## src/rtl/syn_angle_bus.sv

```systemverilog
module syn_angle_bus #(
  parameter int DATA_W   = 8,
  parameter int ADDR_W   = 3,
  parameter int STAG_DEF = 16
) (
  input  logic                clk,
  input  logic                rst_n,
  input  logic                wr_en,
  input  logic [ADDR_W-1:0]   wr_addr,
  input  logic [DATA_W-1:0]   wr_data,
  input  logic [1:0]          bit_flag,
  output logic [2*DATA_W-1:0] ang0,
  output logic [2*DATA_W-1:0] ang1,
  output logic [1:0]          xfer_pulse,
  output logic [1:0]          stage_en,
  output logic                rotor_en,
  output logic                circuit_off,
  output logic                alert
);
  localparam int ANG_W  = 2 * DATA_W;
  localparam int STAG_W = 2 * DATA_W;
  localparam int NCH    = 2;
  localparam logic [ADDR_W-1:0] A_CTRL = ADDR_W'(4);
  localparam logic [ADDR_W-1:0] A_STGL = ADDR_W'(5);
  localparam logic [ADDR_W-1:0] A_STGH = ADDR_W'(6);

  logic [ANG_W-1:0] ang_q [NCH];
  logic [1:0]       xfer_q;

  logic              mode_q, stage_flt, circ_flt;
  logic [1:0]        run_q;
  logic [STAG_W-1:0] stag_q, cnt_q;

  wire ctrl_wr  = wr_en && wr_addr == A_CTRL;
  wire flt_now  = |bit_flag;
  wire flt_held = stage_flt | circ_flt;
  wire clr_ok   = ctrl_wr && wr_data[2] && !flt_now;
  wire start_ok = ctrl_wr && wr_data[1] && !flt_held;

  for (genvar c = 0; c < NCH; c++) begin : g_ch
    logic [DATA_W-1:0] lo_buf, hi_buf;
    logic              pend;
    wire lo_wr = wr_en && wr_addr == ADDR_W'(2*c);
    wire hi_wr = wr_en && wr_addr == ADDR_W'(2*c+1);

    always_ff @(posedge clk or negedge rst_n) begin
      if (!rst_n) begin
        lo_buf    <= '0;
        hi_buf    <= '0;
        pend      <= 1'b0;
        ang_q[c]  <= '0;
        xfer_q[c] <= 1'b0;
      end else begin
        if (lo_wr) lo_buf <= wr_data;
        if (hi_wr) hi_buf <= wr_data;
        pend      <= hi_wr;
        xfer_q[c] <= pend;
        if (pend) ang_q[c] <= {hi_buf, lo_buf};
      end
    end

    AST_ANG_WITH_STROBE: assert property (@(posedge clk) disable iff (!rst_n)
      (ang_q[c] != $past(ang_q[c])) |-> xfer_q[c]);
    AST_STROBE_SINGLE: assert property (@(posedge clk) disable iff (!rst_n)
      xfer_q[c] |=> !xfer_q[c]);
  end

  always_ff @(posedge clk or negedge rst_n) begin
    if (!rst_n) begin
      mode_q <= 1'b0;
      stag_q <= STAG_W'(STAG_DEF);
    end else begin
      if (ctrl_wr) mode_q <= wr_data[0];
      if (wr_en && wr_addr == A_STGL) stag_q[DATA_W-1:0] <= wr_data;
      if (wr_en && wr_addr == A_STGH) stag_q[STAG_W-1:DATA_W] <= wr_data;
    end
  end

  always_ff @(posedge clk or negedge rst_n) begin
    if (!rst_n) begin
      stage_flt <= 1'b0;
      circ_flt  <= 1'b0;
    end else if (clr_ok) begin
      stage_flt <= 1'b0;
      circ_flt  <= 1'b0;
    end else begin
      stage_flt <= stage_flt | (flt_now & mode_q);
      circ_flt  <= circ_flt | (flt_now & ~mode_q);
    end
  end

  always_ff @(posedge clk or negedge rst_n) begin
    if (!rst_n) begin
      run_q <= 2'b00;
      cnt_q <= '0;
    end else if (flt_now) begin
      run_q <= 2'b00;
      cnt_q <= '0;
    end else if (start_ok && !run_q[0]) begin
      run_q[0] <= 1'b1;
      cnt_q    <= stag_q;
    end else if (run_q[0] && !run_q[1]) begin
      if (cnt_q == '0) run_q[1] <= 1'b1;
      else             cnt_q    <= cnt_q - 1'b1;
    end
  end

  assign ang0        = ang_q[0];
  assign ang1        = ang_q[1];
  assign xfer_pulse  = xfer_q;
  assign stage_en    = run_q;
  assign rotor_en    = run_q[0];
  assign circuit_off = circ_flt;
  assign alert       = circ_flt;

  AST_STAGE_ORDER: assert property (@(posedge clk) disable iff (!rst_n)
    stage_en[1] |-> stage_en[0]);
  AST_FLAG_KILLS_STAGES: assert property (@(posedge clk) disable iff (!rst_n)
    $past(|bit_flag) |-> (stage_en == 2'b00 && !rotor_en));
  AST_ALERT_ONLY_MODE0: assert property (@(posedge clk) disable iff (!rst_n)
    $rose(alert) |-> !$past(mode_q));
  AST_NO_CLEAR_UNDER_FLAG: assert property (@(posedge clk) disable iff (!rst_n)
    (alert && (|bit_flag)) |=> alert);
endmodule

```

## config.mk

```make
export PLATFORM = sky130hd
export DESIGN_NAME = syn_angle_bus
export DESIGN_NICKNAME = d
export VERILOG_FILES = /design/src/rtl/syn_angle_bus.sv
export SDC_FILE = /design/constraint.sdc
export NUM_CORES = 1
export LEC_CHECK = 0
export BUFFER_PORTS_ARGS = -buffer_cell sky130_fd_sc_hd__buf_2
export CORE_UTILIZATION = 45
export CTS_CLUSTER_SIZE = 8
export DETAILED_ROUTE_END_ITERATION = 16
export SETUP_SLACK_MARGIN = 0.5
export SKIP_LAST_GASP = 1
export SYNTH_ARGS = -nofsm -noshare
export SYNTH_HDL_FRONTEND = slang
export SYNTH_SLANG_ARGS = --single-unit
export TNS_END_PERCENT = 50
```

## constraint.sdc

```tcl
create_clock -name clk -period 3.86 [get_ports clk]
set_clock_uncertainty 0.2 [all_clocks]
set_input_delay 0.193 -clock clk [delete_from_list [all_inputs] [get_ports clk]]
set_output_delay 0.193 -clock clk [all_outputs]
set_load 0.02 [all_outputs]
```

==> results.ini <==
[status]
status = finished clean

[clock_tree]
clk_latency_ps = 360
cts_tree = built
cts_buffers = 9
clock_path_buffers = 2
cts_setup_buffers = 0
ctsHoldBuffers = 14
cts_sinks = 105
cts-resized-gates = 0
root_buffer = clkbuf_8
h-tree-depth = 3
path_clk_slew_ps = 110

[worst_setup_path]
crit_type = flip-flop to flip-flop
worst-r2r-cell-count = 7
startpoint_type = flip-flop
cpPeakStageDelay_ps = 440
path_cells = inv_1 -> ha_1 -> nor3b_2 -> nand4_2 -> o21ai_2 -> a22oi_1 -> o2bb2a_1
cp_max_fo = 7
cp_data_required_time_ps = 3920
slowest_stage = dfrtp_1
worst_setup_path_end_kind = flip-flop
arrival_ps = 2330

[cells_and_area]
stdcell_area_sq_um = 5210
layout-drive-gt1-share = 0.398
area_growth_pct = 14.9
mostFrequentLayoutCells = dfrtp_1, mux2_2, buf_2, nand2_1, dlygate4sd3_1
final_common_cell = dfrtp_1
antennaDiodeCount = 0
final_nets = 424

[place]
place.gp.congestion = 0.830
post_dp_cell_area_sq_um = 4860
place_hpwl_microns = 6150
portBuffers = 54
dp_slack_ps = 1630

[sta]
worstMarginPinSlew_ps = 1060
drv_slew = 0
worst_slack_ps = 1590
period_needed_ps = 2270
hold_viol = 0
max-slew-margin-rel = 0.293
grt_setup_unrepaired = no
setup_violations = 0
fmax_mhz = 441
holdWs_ps = 106
tns_ps = 0
fin_crit_sh = 0.588

[routing]
ant_nets = 0
routed_wl_microns = 9160
vias = 2933
first_pass_iters = 4
drc = 0
viasPerCell = 5.38
wire_per_inst_microns = 16.8
drt-initial-drc-count = 99

[synth]
synth-adder-area-share = 0.00276
synth-compound-area-share = 0.0736
synth_edf_count = 0
synth_fp_nets = 359
netlist_area_sq_um = 4540
postSynthRegisterBits = 105
synthSimpleGateAreaFrac = 0.118
synth_ff_type = dfrtp_1
async_flop_share = 1.00
synth_xor_area_frac = 0.0116
synthMuxAreaShare = 0.183
yosys_warnings = 0
synth_top_family_by_area = multiplexers
seq_area_frac_synth = 0.579
yosysUniqueCellTypes = 59
synth_cells = 342
synth.avg_cell_area_sq_um = 13.3

[grt]
grt-ovfl-total = 0
antenna_found_initial = 0
grt_use_total = 0.193
grt_pass1_wl_microns = 15100
grt_pass1_vias = 2902
grt_max_degree = 56

[floorplanning]
die_height_microns = 102
chipWidth_microns = 102
initial_core_util = 0.464
pin_count = 55
die_area_sq_um = 10500
rows = 36
core_sq_um = 9770

[worst_hold_path]
whs_path_depth = 3
hold_path_class = primary input to flip-flop

[pwr]
leakage_nw = 2.35
p_per_area_nw_per_um2 = 537
finalPower_mw = 2.80
ir_worst_vdd_v = 0.000280

[job]
max-cap-violations = 0

==> state kept, by name, indices dropped and copies added (netlist names) <==
| signal | flops |
|---|---|
| alert | 1 |
| ang0 | 16 |
| ang1 | 16 |
| cnt_q | 16 |
| g_ch.hi_buf | 16 |
| g_ch.lo_buf | 16 |
| g_ch.pend | 2 |
| mode_q | 1 |
| stag_q | 16 |
| stage_en | 2 |
| stage_flt | 1 |
| xfer_pulse | 2 |
==> per-layer routing <==
layer / global-route usage / part of all wire / up-vias
met5: 0 / 0 / -
met4: 0.0769 / 0.019 / 0
met3: 0.0335 / 0.039 / 14
met2: 0.298 / 0.47 / 57
met1: 0.273 / 0.47 / 1487
li1: - / - / 1375
==> cell families after synthesis <==
logic type,count (synthesis)
buf+inv,18
flops,105
compound gates,49
xor+xnor,6
fa+ha+maj,1
simple gates,89
mux,74
==> worst paths after layout <==
kind | startpoint | end | slack (ps)
setup / recovery | cnt_q[0]$_DFFE_PN0P_ | cnt_q[12]$_DFFE_PN0P_ | 1590
hold / removal | wr_en | mode_q$_DFFE_PN0N_ | 110
setup reg to reg | cnt_q[0]$_DFFE_PN0P_ | cnt_q[12]$_DFFE_PN0P_ | 1590
hold reg to reg | g_ch[1].hi_buf[2]$_DFFE_PN0P_ | g_ch[1].hi_buf[2]$_DFFE_PN0P_ | 280
max in group asynchronous | rst_n | stag_q[4]$_DFFE_PN1P_ | 2490
min in group asynchronous | rst_n | cnt_q[12]$_DFFE_PN0P_ | 190
==> final cells by class <==
| class | count | area, sq um |
|---|---|---|
| clock buffer | 9 | 124 |
| fill | 882 | 4560 |
| tap | 133 | 166 |
| multi-input combinational | 219 | 1770 |
| timing repair buffer | 69 | 433 |
| sequential | 105 | 2630 |
| inverter | 3 | 11.3 |
| clock inverter | 7 | 85.1 |
==> synth_stat cells, types with 2 or more instances <==
| master | number | area share |
|---|---|---|
| o21a_1 | 3 | 0.0050 |
| nor2b_1 | 2 | 0.0028 |
| xnor2_1 | 2 | 0.0039 |
| o21ai_0 | 13 | 0.014 |
| clkbuf_1 | 6 | 0.0050 |
| nand4_1 | 2 | 0.0028 |
| inv_1 | 2 | 0.0017 |
| o31ai_1 | 2 | 0.0033 |
| o211ai_1 | 2 | 0.0033 |
| nand4b_1 | 3 | 0.0058 |
| clkbuf_8 | 3 | 0.0091 |
| mux2_2 | 73 | 0.18 |
| nor3_1 | 7 | 0.0077 |
| buf_4 | 2 | 0.0033 |
| nor2_1 | 11 | 0.0091 |
| xor2_1 | 4 | 0.0077 |
| nor3_2 | 4 | 0.0088 |
| nand3_1 | 5 | 0.0055 |
| nor3b_2 | 2 | 0.0055 |
| nor4_1 | 4 | 0.0055 |
| buf_6 | 2 | 0.0050 |
| a21oi_1 | 10 | 0.011 |
| dfrtp_1 | 104 | 0.57 |
| nand2b_1 | 2 | 0.0028 |
| a31oi_1 | 2 | 0.0028 |
| a211oi_1 | 3 | 0.0050 |
| o311ai_0 | 2 | 0.0039 |
| nand2_1 | 32 | 0.026 |
| a2bb2oi_1 | 2 | 0.0039 |
| a22oi_1 | 2 | 0.0033 |
==> where the power goes <==
group	switching (mW)	internal, mW
clock network	0.408	0.312
logic	0.337	0.289
registers	0.121	1.33
==> through the flow <==
stage                      util  cells
final                     0.533    545
after global routing      0.533    545
after CTS                 0.533    545
after detailed placement  0.498    515
after global placement    0.498    515
after floorplan               -    342
==> critical path: cells and delay by family (launching register included) <==
kind            cells  cell delay, ps
simple gates        2             540
compound gates      3             720
buf+inv             1              80
flops               1             440
fa+ha+maj           1             170
No activity file was read; power rests on OpenSTA's default activity.
